===== config.mk =====
export PLATFORM = sky130hd
export DESIGN_NAME = fe_link_rx
export DESIGN_NICKNAME = d
export VERILOG_FILES = /design/src/rtl/fe_link_pkg.sv /design/src/rtl/fe_link_deser.sv /design/src/rtl/fe_link_fifo.sv /design/src/rtl/fe_link_pack.sv /design/src/rtl/fe_link_rx.sv
export SDC_FILE = /design/constraint.sdc
export NUM_CORES = 1
export LEC_CHECK = 0
export BUFFER_PORTS_ARGS = -buffer_cell sky130_fd_sc_hd__buf_2
export CAP_MARGIN = 20
export CELL_PAD_IN_SITES_DETAIL_PLACEMENT = 1
export CELL_PAD_IN_SITES_GLOBAL_PLACEMENT = 1
export CORE_AREA = 3 3 398 400
export CTS_CLUSTER_SIZE = 14
export DETAILED_ROUTE_END_ITERATION = 8
export DIE_AREA = 0 0 401 403
export GPL_TIMING_DRIVEN = 0
export PLACE_DENSITY = 0.53
export SYNTH_ARGS = -nofsm -noshare
export SYNTH_HDL_FRONTEND = slang
export SYNTH_HIERARCHICAL = 1
export SYNTH_SLANG_ARGS = --single-unit
export TNS_END_PERCENT = 30

===== constraint.sdc =====
create_clock -name clk -period 11.2 [get_ports clk]
set_clock_uncertainty 0.05 [all_clocks]
set_input_delay 0.56 -clock clk [delete_from_list [all_inputs] [get_ports clk]]
set_output_delay 0.56 -clock clk [all_outputs]
set_load 0.02 [all_outputs]

===== src/rtl/fe_link_pkg.sv =====
package fe_link_pkg;
    localparam int WORD_W = 16;
    localparam int EVT_W  = 8;

    localparam logic [3:0] CODE_DATA = 4'b0110;
    localparam logic [3:0] CODE_MSG  = 4'b1110;

    localparam logic [3:0] ST_EMPTY_ONLY = 4'b1000;
    localparam logic [3:0] ST_PLACEHOLD  = 4'b1010;
    localparam int         THR_BIT       = 10;

    typedef enum logic {DS_HUNT, DS_SHIFT} ds_state_t;

    typedef enum logic [2:0] {
        PK_IDLE, PK_BODY, PK_SKIP, PK_PFX_CNT, PK_PFX_ID, PK_PFX_DD
    } pk_state_t;
endpackage


===== src/rtl/fe_link_deser.sv =====
module fe_link_deser import fe_link_pkg::*; (
    input  logic              clk,
    input  logic              rst_n,
    input  logic              ser_in,
    output logic              w_vld,
    output logic              w_first,
    output logic              w_last,
    output logic [WORD_W-1:0] w_data
);
    localparam int FRAME_W = WORD_W + 1;
    localparam int CW      = $clog2(FRAME_W + 1);

    ds_state_t          st, st_nx;
    logic [WORD_W-1:0]  sreg;
    logic [CW-1:0]      bcnt;
    logic               first_q;
    logic [FRAME_W-1:0] frame;
    logic               done, cont;

    always_comb begin
        frame = {sreg, ser_in};
        done  = (st == DS_SHIFT) && (bcnt == CW'(FRAME_W - 1));
        if (first_q)
            cont = (frame[WORD_W-1 -: 4] == CODE_DATA) && !frame[WORD_W-5];
        else
            cont = frame[WORD_W];
    end

    always_comb begin
        st_nx = st;
        unique case (st)
            DS_HUNT:  st_nx = ser_in ? DS_SHIFT : DS_HUNT;
            DS_SHIFT: if (done) st_nx = cont ? DS_SHIFT : DS_HUNT;
        endcase
    end

    always_ff @(posedge clk) begin
        if (!rst_n) st <= DS_HUNT;
        else        st <= st_nx;
    end

    always_ff @(posedge clk) begin
        if (!rst_n) begin
            sreg    <= '0;
            bcnt    <= '0;
            first_q <= 1'b0;
            w_vld   <= 1'b0;
            w_first <= 1'b0;
            w_last  <= 1'b0;
            w_data  <= '0;
        end else begin
            w_vld <= done;
            if (done) begin
                w_data  <= frame[WORD_W-1:0];
                w_first <= first_q;
                w_last  <= !cont;
            end
            if (st == DS_HUNT) begin
                if (ser_in) begin
                    sreg    <= WORD_W'(1);
                    bcnt    <= CW'(1);
                    first_q <= 1'b1;
                end
            end else if (done) begin
                bcnt    <= '0;
                first_q <= 1'b0;
            end else begin
                sreg <= {sreg[WORD_W-2:0], ser_in};
                bcnt <= bcnt + CW'(1);
            end
        end
    end

    AST_WORD_GAP: assert property (@(posedge clk) disable iff (!rst_n)
        w_vld |=> !w_vld);
endmodule


===== src/rtl/fe_link_fifo.sv =====
module fe_link_fifo import fe_link_pkg::*; #(
    parameter int AW = 6
) (
    input  logic              clk,
    input  logic              rst_n,
    input  logic              we,
    input  logic [AW-1:0]     waddr,
    input  logic [WORD_W-1:0] wdata,
    input  logic [AW:0]       commit,
    input  logic              rd_en,
    output logic [WORD_W-1:0] rd_data,
    output logic              rd_valid,
    output logic [AW:0]       rptr
);
    localparam int DEPTH = 1 << AW;

    logic [WORD_W-1:0] mem [DEPTH];

    always_ff @(posedge clk) begin
        if (we) mem[waddr] <= wdata;
    end

    always_ff @(posedge clk) begin
        if (!rst_n)                rptr <= '0;
        else if (rd_en && rd_valid) rptr <= rptr + (AW+1)'(1);
    end

    always_comb begin
        rd_valid = (rptr != commit);
        rd_data  = mem[rptr[AW-1:0]];
    end
endmodule


===== src/rtl/fe_link_pack.sv =====
module fe_link_pack import fe_link_pkg::*; #(
    parameter int AW = 6
) (
    input  logic              clk,
    input  logic              rst_n,
    input  logic              w_vld,
    input  logic              w_first,
    input  logic              w_last,
    input  logic [WORD_W-1:0] w_data,
    input  logic              trig,
    input  logic              resync,
    input  logic [EVT_W-1:0]  resync_evt,
    input  logic              keep_empty,
    input  logic [WORD_W-1:0] fe_id,
    input  logic [WORD_W-1:0] fe_dd,
    input  logic [AW:0]       rptr,
    output logic              we,
    output logic [AW-1:0]     waddr,
    output logic [WORD_W-1:0] wdata,
    output logic [AW:0]       commit,
    output logic              msg_vld,
    output logic [EVT_W-1:0]  msg_byte,
    output logic              throttle,
    output logic              link_on
);
    localparam int PW    = AW + 1;
    localparam int DEPTH = 1 << AW;

    pk_state_t          st, st_nx;
    logic [PW-1:0]      wptr, base, wp3;
    logic [WORD_W-1:0]  cnt;
    logic [EVT_W-1:0]   exp_evt, target;
    logic               armed;

    logic [3:0]         hcode, hstat;
    logic [EVT_W-1:0]   hevt;
    logic               is_hdr, accept, store, fault, ph;

    always_comb begin
        hcode  = w_data[WORD_W-1 -: 4];
        hstat  = w_data[WORD_W-5 -: 4];
        hevt   = w_data[EVT_W-1:0];
        is_hdr = (st == PK_IDLE) && w_vld && w_first;
        accept = is_hdr && (hcode == CODE_DATA) &&
                 (link_on ? (hevt == exp_evt) : (armed && hevt == target));
        store  = accept && !(hstat == ST_EMPTY_ONLY && !keep_empty);
        fault  = is_hdr && link_on && (hcode != CODE_MSG) &&
                 ((hcode != CODE_DATA) || (hevt != exp_evt));
        ph     = (st == PK_IDLE) && !w_vld && trig && !link_on &&
                 !(armed && exp_evt == target);
        wp3    = wptr + PW'(3);
    end

    always_comb begin
        st_nx = st;
        unique case (st)
            PK_IDLE: begin
                if (is_hdr) begin
                    if (store)        st_nx = w_last ? PK_PFX_CNT : PK_BODY;
                    else if (!w_last) st_nx = PK_SKIP;
                end else if (ph) begin
                    st_nx = PK_PFX_CNT;
                end
            end
            PK_BODY:    if (w_vld && w_last) st_nx = PK_PFX_CNT;
            PK_SKIP:    if (w_vld && w_last) st_nx = PK_IDLE;
            PK_PFX_CNT: st_nx = PK_PFX_ID;
            PK_PFX_ID:  st_nx = PK_PFX_DD;
            PK_PFX_DD:  st_nx = PK_IDLE;
        endcase
    end

    always_ff @(posedge clk) begin
        if (!rst_n) st <= PK_IDLE;
        else        st <= st_nx;
    end

    always_comb begin
        we    = 1'b0;
        waddr = wptr[AW-1:0];
        wdata = w_data;
        unique case (st)
            PK_IDLE: begin
                waddr = wp3[AW-1:0];
                if (is_hdr) begin
                    we = store;
                end else if (ph) begin
                    we    = 1'b1;
                    wdata = {CODE_DATA, ST_PLACEHOLD, exp_evt};
                end
            end
            PK_BODY:    we = w_vld;
            PK_SKIP:    we = 1'b0;
            PK_PFX_CNT: begin we = 1'b1; waddr = base[AW-1:0];           wdata = cnt;   end
            PK_PFX_ID:  begin we = 1'b1; waddr = base[AW-1:0] + AW'(1); wdata = fe_id; end
            PK_PFX_DD:  begin we = 1'b1; waddr = base[AW-1:0] + AW'(2); wdata = fe_dd; end
        endcase
    end

    always_ff @(posedge clk) begin
        if (!rst_n) begin
            wptr     <= '0;
            base     <= '0;
            commit   <= '0;
            cnt      <= '0;
            exp_evt  <= '0;
            target   <= '0;
            armed    <= 1'b0;
            link_on  <= 1'b1;
            throttle <= 1'b0;
            msg_vld  <= 1'b0;
            msg_byte <= '0;
        end else begin
            msg_vld <= is_hdr && (hcode == CODE_MSG);
            if (is_hdr && hcode == CODE_MSG) msg_byte <= w_data[EVT_W-1:0];
            if ((st == PK_IDLE) && (store || (!is_hdr && ph))) begin
                base <= wptr;
                wptr <= wptr + PW'(4);
                cnt  <= WORD_W'(1);
            end
            if (st == PK_BODY && w_vld) begin
                wptr <= wptr + PW'(1);
                cnt  <= cnt + WORD_W'(1);
            end
            if (st == PK_PFX_DD) commit <= wptr;
            if (accept) begin
                exp_evt  <= hevt + EVT_W'(1);
                throttle <= w_data[THR_BIT];
                if (!link_on) begin
                    link_on <= 1'b1;
                    armed   <= 1'b0;
                end
            end else if (ph) begin
                exp_evt <= exp_evt + EVT_W'(1);
            end
            if (fault) begin
                link_on <= 1'b0;
                armed   <= 1'b0;
            end
            if (resync) begin
                link_on <= 1'b0;
                armed   <= 1'b1;
                target  <= resync_evt;
            end
        end
    end

    AST_NO_OVERFLOW: assert property (@(posedge clk) disable iff (!rst_n)
        PW'(wptr - rptr) <= PW'(DEPTH));
    AST_SEQ_STEP: assert property (@(posedge clk) disable iff (!rst_n)
        (is_hdr && link_on && w_data[15:12] == CODE_DATA && w_data[7:0] == exp_evt)
        |=> (exp_evt == $past(exp_evt) + 8'd1));
    AST_LINK_DROP: assert property (@(posedge clk) disable iff (!rst_n)
        (is_hdr && link_on && w_data[15:12] == CODE_DATA && w_data[7:0] != exp_evt)
        |=> !link_on);
    AST_TRIG_INERT: assert property (@(posedge clk) disable iff (!rst_n)
        (st == PK_IDLE && trig && !w_vld && link_on) |=> (wptr == $past(wptr)));
    AST_MSG_NOT_STORED: assert property (@(posedge clk) disable iff (!rst_n)
        msg_vld |-> (wptr == $past(wptr)));
endmodule


===== src/rtl/fe_link_rx.sv =====
module fe_link_rx import fe_link_pkg::*; #(
    parameter int AW = 6
) (
    input  logic              clk,
    input  logic              rst_n,
    input  logic              ser_in,
    input  logic              trig,
    input  logic              resync,
    input  logic [7:0]        resync_evt,
    input  logic              keep_empty,
    input  logic [15:0]       fe_id,
    input  logic [15:0]       fe_dd,
    input  logic              rd_en,
    output logic [15:0]       rd_data,
    output logic              rd_valid,
    output logic              msg_vld,
    output logic [7:0]        msg_byte,
    output logic              throttle,
    output logic              link_on
);
    logic              w_vld, w_first, w_last;
    logic [WORD_W-1:0] w_data;
    logic              we;
    logic [AW-1:0]     waddr;
    logic [WORD_W-1:0] wdata;
    logic [AW:0]       commit, rptr;

    fe_link_deser u_deser (
        .clk(clk), .rst_n(rst_n), .ser_in(ser_in),
        .w_vld(w_vld), .w_first(w_first), .w_last(w_last), .w_data(w_data)
    );

    fe_link_pack #(.AW(AW)) u_pack (
        .clk(clk), .rst_n(rst_n),
        .w_vld(w_vld), .w_first(w_first), .w_last(w_last), .w_data(w_data),
        .trig(trig), .resync(resync), .resync_evt(resync_evt),
        .keep_empty(keep_empty), .fe_id(fe_id), .fe_dd(fe_dd), .rptr(rptr),
        .we(we), .waddr(waddr), .wdata(wdata), .commit(commit),
        .msg_vld(msg_vld), .msg_byte(msg_byte),
        .throttle(throttle), .link_on(link_on)
    );

    fe_link_fifo #(.AW(AW)) u_fifo (
        .clk(clk), .rst_n(rst_n), .we(we), .waddr(waddr), .wdata(wdata),
        .commit(commit), .rd_en(rd_en), .rd_data(rd_data),
        .rd_valid(rd_valid), .rptr(rptr)
    );
endmodule


=== Word-level counts from Yosys, hierarchy flattened ===
Memories as Yosys holds them, arrays and structs flattened. A register that Yosys moved wholly into a read port is not among the register bits.
Index checks and enable logic that the tools add are counted.

* Output and inout port bits: 28
* RAM bits: 1,024
* Memories kept: 1
* Word-level logic and storage cells: 147
* Bits in registers: 116

{| class="wikitable"
|+ Memories
! name !! words !! width !! rd ports !! clocked after Yosys merged registers in !! write ports !! RTL line !! text
|-
| u_fifo.mem || 64 || 16 || 1 || 1 || 1 || fe_link_fifo.sv:17 || <nowiki>logic [WORD_W-1:0] mem [DEPTH];</nowiki>
|}

* Add/subtract/negate cells: 10
* Equal/unequal tests: 24
* Muxes and demuxes: 47
* Reduce and logical (&&, ||, !) cells: 43
* Bitwise gates (word level): 1

{| class="wikitable"
|+ Operators by type and width
! cell !! number
|-
| 16-bit two-way mux || 7
|-
| 16-bit one-hot mux with 4 select lines || 1
|-
| 8-bit equality test || 3
|-
| 6-bit one-hot mux with 4 select lines || 1
|-
| 1-bit logical AND || 23
|-
| 1-bit two-way mux || 19
|-
| 3-bit two-way mux || 6
|-
| 3-bit one-hot mux with 6 select lines || 1
|-
| 16-bit by 1-bit adder with 16-bit output (second input constant) || 1
|-
| 8-bit by 1-bit adder with 8-bit output (second input constant) || 2
|-
| 8-bit two-way mux || 2
|-
| 5-bit two-way mux || 3
|-
| 7-bit by 1-bit adder with 7-bit output (second input constant) || 2
|-
| 7-bit two-way mux || 2
|-
| 6-bit by 2-bit adder with 6-bit output (second input constant) || 2
|-
| 6-bit two-way mux || 2
|-
| 4-bit by 3-bit equality test with 1-bit output (second input constant) || 2
|-
| 4-bit equality test (second input constant) || 2
|-
| 1-bit logical NOT || 8
|-
| 4-bit != test (second input constant) || 2
|-
| 8-bit != test || 1
|-
| 7-bit by 3-bit adder with 7-bit output (second input constant) || 1
|-
| 7-bit != test || 1
|-
| 6-bit by 1-bit adder with 6-bit output (second input constant) || 1
|-
| 21 further kinds || 30
|}

=== Depth between registers and ports, before layout ===
* Depth after elaboration: 10
* Gate-level depth with buffers: 14
* Mapped depth without buffers: 11

=== By module ===
The synthesis kept the hierarchy.

{| class="wikitable"
|+ By module, submodules not included
! module !! area an instance (um^2) !! instances !! cells an instance
|-
| fe_link_fifo || 40,323.7 || 1 || 2,002
|-
| fe_link_pack || 4,558.1 || 1 || 594
|-
| fe_link_deser || 1,579.0 || 1 || 128
|}

=== Worst setup path after synthesis ===
Ideal clock, no wire load.

* Path kind: register -> register
* Start: reg u_pack.st[0]
* End: mem u_fifo.mem[48][0], enable pin
* Setup time: 0.409 ns
* Clock period less this slack: 3.884 ns
* Slack: 7.316 ns
* Cell stages (with the launch flop): 11
* Arrival time: 3.425 ns
* Data required time: 10.741 ns
* Path through: dfxtp_1 > or3_4 > nor4_4 > and4_4 > o21ai_2 > buf_6 > buf_2 > nand3_1 > nand3_1 > or3_1 > nor3_1

* Longest elaborated chain between the ends: 10
* Elaborated cells between the ends (all ways): 22

{| class="wikitable"
|+ RTL lines
! element !! RTL line !! text
|-
| start, declared || fe_link_pack.sv:29 || <nowiki>pk_state_t st, st_nx;</nowiki>
|-
| start signal, assigned || fe_link_pack.sv:75 || <nowiki>else st <= st_nx;</nowiki>
|-
| 3-bit logical NOT || fe_link_pack.sv:43, fe_link_pack.sv:49, fe_link_pack.sv:82 ||
|-
| 1-bit logical AND (on tied branches) (2 in series) || fe_link_pack.sv:49, fe_link_pack.sv:43 ||
|-
| 1-bit logical AND (on tied branches) (2 in series) || fe_link_pack.sv:49, fe_link_pack.sv:44 ||
|-
| 1-bit two-way mux / 1-bit logical AND (equally long branches) || fe_link_pack.sv:87, fe_link_pack.sv:46 ||
|-
| 1-bit two-way mux || fe_link_pack.sv:85 || <nowiki>if (is_hdr) begin</nowiki>
|-
| 1-bit one-hot mux with 4 select lines (*) || fe_link_pack.sv:82 || <nowiki>unique case (st)</nowiki>
|-
| via we || fe_link_rx.sv:23 || <nowiki>logic we;</nowiki>
|-
| 1-bit two-way mux (*) || fe_link_fifo.sv:20 || <nowiki>if (we) mem[waddr] <= wdata;</nowiki>
|-
| 1-bit two-way mux (not written as such) (*) || fe_link_fifo.sv:20 ||
|-
| end, declared || fe_link_fifo.sv:17 ||
|}

The timed path passes the listed nets; every way through them passes the cells marked *.

=== Worst setup path after layout ===
* Start: reg u_pack.st[0]
* End: mem u_fifo.mem[47][14], enable pin

* Elaborated cells between the ends (all ways): 22

{| class="wikitable"
|+ RTL lines
! element !! RTL line !! text
|-
| 3-bit equality test, or another cell as far along || fe_link_pack.sv:82 ||
|-
| 6-bit one-hot mux with 4 select lines (*) || fe_link_pack.sv:82 ||
|-
| via waddr[1] || fe_link_rx.sv:24 || <nowiki>logic [AW-1:0] waddr;</nowiki>
|}

Marked as above.

==> results_dict.tcl <==
set metrics [dict create \
    global_route.overflow_total 0 \
    max_slew_margin_pct 22.6 \
    slowest_stage "clkbuf_1" \
    floorplan.core_area_um2 156000 \
    wirelength_mm 151 \
    synth_warn 6 \
    route.detailed.wl_per_inst_um 29.1 \
    power-per-cell-area_nw_per_um2 173 \
    switching_share_pct 22.5 \
    rsz0062_at_grt "false" \
    maximum_frequency_from_static_timing_analysis_ghz 0.181 \
    post-cts-setup-buffer-count 0 \
    global_route.usage.total_pct 18.5 \
    syn_area_um2 46500 \
    setup_crit_path_kind "flop to flop" \
    comb_power_share_pct 5.3 \
    gp_congestion 0.843 \
    detailedRoute.firstPassIterationCount 7 \
    io_buffers 73 \
    drc 0 \
    synthDominantCellAreaShare_pct 66.2 \
    die_h_um 403 \
    ctsHoldBuffers 8 \
    postSynthNetCount 2781 \
    grt_pass1_wl_mm 215 \
    synth-edff-count 1024 \
    clockBufferDepth 3 \
    slew_viol_final 0 \
    row_count 145 \
    post_cts_resize_count 0 \
    vdd_drop_max_v 0.000166 \
    initial_utilization_pct 29.8 \
    drtIter0Drc 2630 \
    power_switching_mw 2.17 \
    cts-root-buf "clkbuf_16" \
    antenna_cells_inserted 0 \
    synth_cells 2724 \
    worst_setup_path_end_kind "flop" \
    start_kind "flop" \
    layout.cells.most_common "edfxtp_1" \
    num_io_pins 75 \
    route.vias.total 27200 \
    cell_breakdown_of_the_critical_path "buf_1 > clkbuf_1 > clkbuf_1 > o21ai_0 > o311ai_0 > clkbuf_1 > nand4_1 > nor2_2 > buf_8" \
    cts.htree.levels 4 \
    synth-seq-cells 1146 \
    path_common_cell "clkbuf_1" \
    dieWidth_um 401 \
    report.final.hold_viol_count 0 \
    cts_made_buffers 130 \
    design.final.nets 3071 \
    drive_above_1_share_pct 23.1 \
    internal_power_summed_over_all_cells_mw 7.46 \
    power_leakage_nw 17.0 \
    area_growth_pct 19.4 \
    worst-r2r-setup-slack_ns 5.68 \
    final_cell_mix "1024 x edfxtp_1, 255 x mux2i_1, 136 x clkbuf_16, 134 x mux4_2" \
    synth_flop_cell "edfxtp_1" \
    clk_latency_ns 0.77 \
    library_cell_occupying_the_most_area_in_the_post_synthesis_netlist "edfxtp_1" \
    die_area_um2 162000 \
    post-layout-total-power_mw 9.62 \
    worstPathArrival_ns 5.91 \
    vias_per_cell 5.25 \
    dpl.hpwl_mm 108 \
    sequentialPowerShare_pct 49.5 \
    setup_tns_ns 0 \
    ys_seq_area_share_pct 71.4 \
    crit_fanout 10 \
    worstMarginPinSlew_ns 1.15 \
    via_count_of_the_first_global_routing_pass 28600 \
    worst_setup_hold_path_clk_slew_ns 0.06 \
    setup_viol_count_final 0 \
    grt_antenna_before_repair 5 \
    fin_crit_ns 5.52 \
    yosys_cell_types 90 \
    tritoncts "built" \
    synthesis.area_per_instance_um2 17.1 \
    share_clk_of_total_power_pct 45.2 \
    cp_data_required_time_ns 11.59 \
    timing.final.crit_share_pct 49.3 \
    async_reset_ff_share_pct 0 \
    synth_top_cells_by_area "edfxtp_1 66%, mux4_2 6.5%, mux2i_1 5.5%" \
    critical_path.max_stage_delay_ns 0.85 \
    cap_violations 0 \
    min-delay-path-class "input pin to flop" \
    grt_start_max_net_pins 65 \
    antenna_left 0 \
    cts_sinks 1146 \
    status "complete, no violations" \
]
## logic make-up (layout without fill, tap and decap cells)
family,count (synthesis),in the layout,synth area share (%)
buf+inv,185,580,2.45
xor+xnor,51,51,0.961
mux,416,416,13.1
simple gates,506,506,5.44
compound gates,410,410,6.32
flops,1146,1146,71.4
fa+ha+maj,10,10,0.269
## power groups by stage
stage	combinational, mW	clock [mW]	sequential [mW]
6_report	0.513	4.34	4.76
3_3_place_gp	0.454	0	4.87
5_1_grt	0.545	4.63	4.77
3_5_place_dp	0.510	0	4.85
2_1_floorplan	0.255	0	4.85
4_1_cts	0.514	4.45	4.76
## state kept, by name, indices dropped and copies added (netlist names), 3 cells and up, named ones only
register	cells
u_pack/target	8
u_pack/exp_evt	8
u_pack/msg_byte	8
u_deser/sreg	16
u_pack/commit	7
u_fifo/mem	1024
u_deser/w_data	16
u_deser/bcnt	5
u_fifo/rptr	7
u_pack/base	6
u_pack/st	3
u_pack/cnt	16
u_pack/wptr	7
## cell usage after synthesis, drive strengths merged (5+ instances only)
master / number
edfxtp: 1024
mux2i: 255
mux4: 149
nor2: 146
nand2: 131
dfxtp: 122
buf: 116
a21oi: 82
nand3: 77
a22oi: 69
clkbuf: 55
o21ai: 55
a22o: 38
xor2: 31
nor3: 25
a211oi: 23
nand4: 20
xnor2: 20
o221ai: 18
o22ai: 18
a221oi: 16
nor2b: 16
nand2b: 15
inv: 14
o2111ai: 13
a31oi: 12
mux2: 12
and2: 10
and3: 10
ha: 10
or3: 10
a222oi: 8
and4: 8
o21a: 8
nor4: 7
nand3b: 6
o211a: 6
o211ai: 6
or2: 6
a21boi: 5
o22a: 5
o31ai: 5
## critical path: cells and delay by family (launching register included)
family	cells	cell delay [ns]
simple gates	2	1.62
buf+inv	5	2.72
compound gates	2	0.34
flops	1	0.41
## layout make-up
type | count | area, um^2
plain buffers | 171 | 1080
clock buffers | 157 | 3500
clock inverters | 80 | 858
fillers | 15700 | 100000
inverters | 14 | 52.6
multi-input cells | 1393 | 12400
flip-flops and latches | 1146 | 33200
well taps | 2058 | 2570
repair buffers | 158 | 1860
## routing by layer
layer | vias to the layer above | track usage, % | part of all wire, %
met5 | - | 0 | 0.0086
met4 | 2 | 6.17 | 2.9
met3 | 178 | 2.97 | 4.9
met2 | 837 | 31.2 | 49
met1 | 14700 | 24.2 | 43
li1 | 11500 | - | -
## path summary, 6_finish.rpt
kind	startpoint	to	cells after the start
worst max-delay path	u_pack/st[0]	u_fifo/mem[47][14]	9
worst max register to register	u_pack/st[0]	u_fifo/mem[47][14]	9
worst min-delay path	ser_in	u_deser/w_data[0]	2
worst min register to register	u_pack/throttle	u_pack/throttle	2
## per-stage QoR
stage / util [%] / worst slack [ns] / cells / area (um^2) / hold WS (ns)
2_1_floorplan: - / 7.32 / 2724 / 46500 / 0.387
3_3_place_gp: 31.7 / 4.72 / 4855 / 49400 / 0.405
3_5_place_dp: 32.8 / 5.77 / 4932 / 51000 / 0.412
4_1_cts: 35.6 / 5.74 / 5177 / 55500 / 0.0339
5_1_grt: 35.6 / 5.50 / 5177 / 55500 / 0.0835
6_report: 35.6 / 5.68 / 5177 / 55500 / 0.0972
Note: power is estimated with default switching activity, not from simulation.
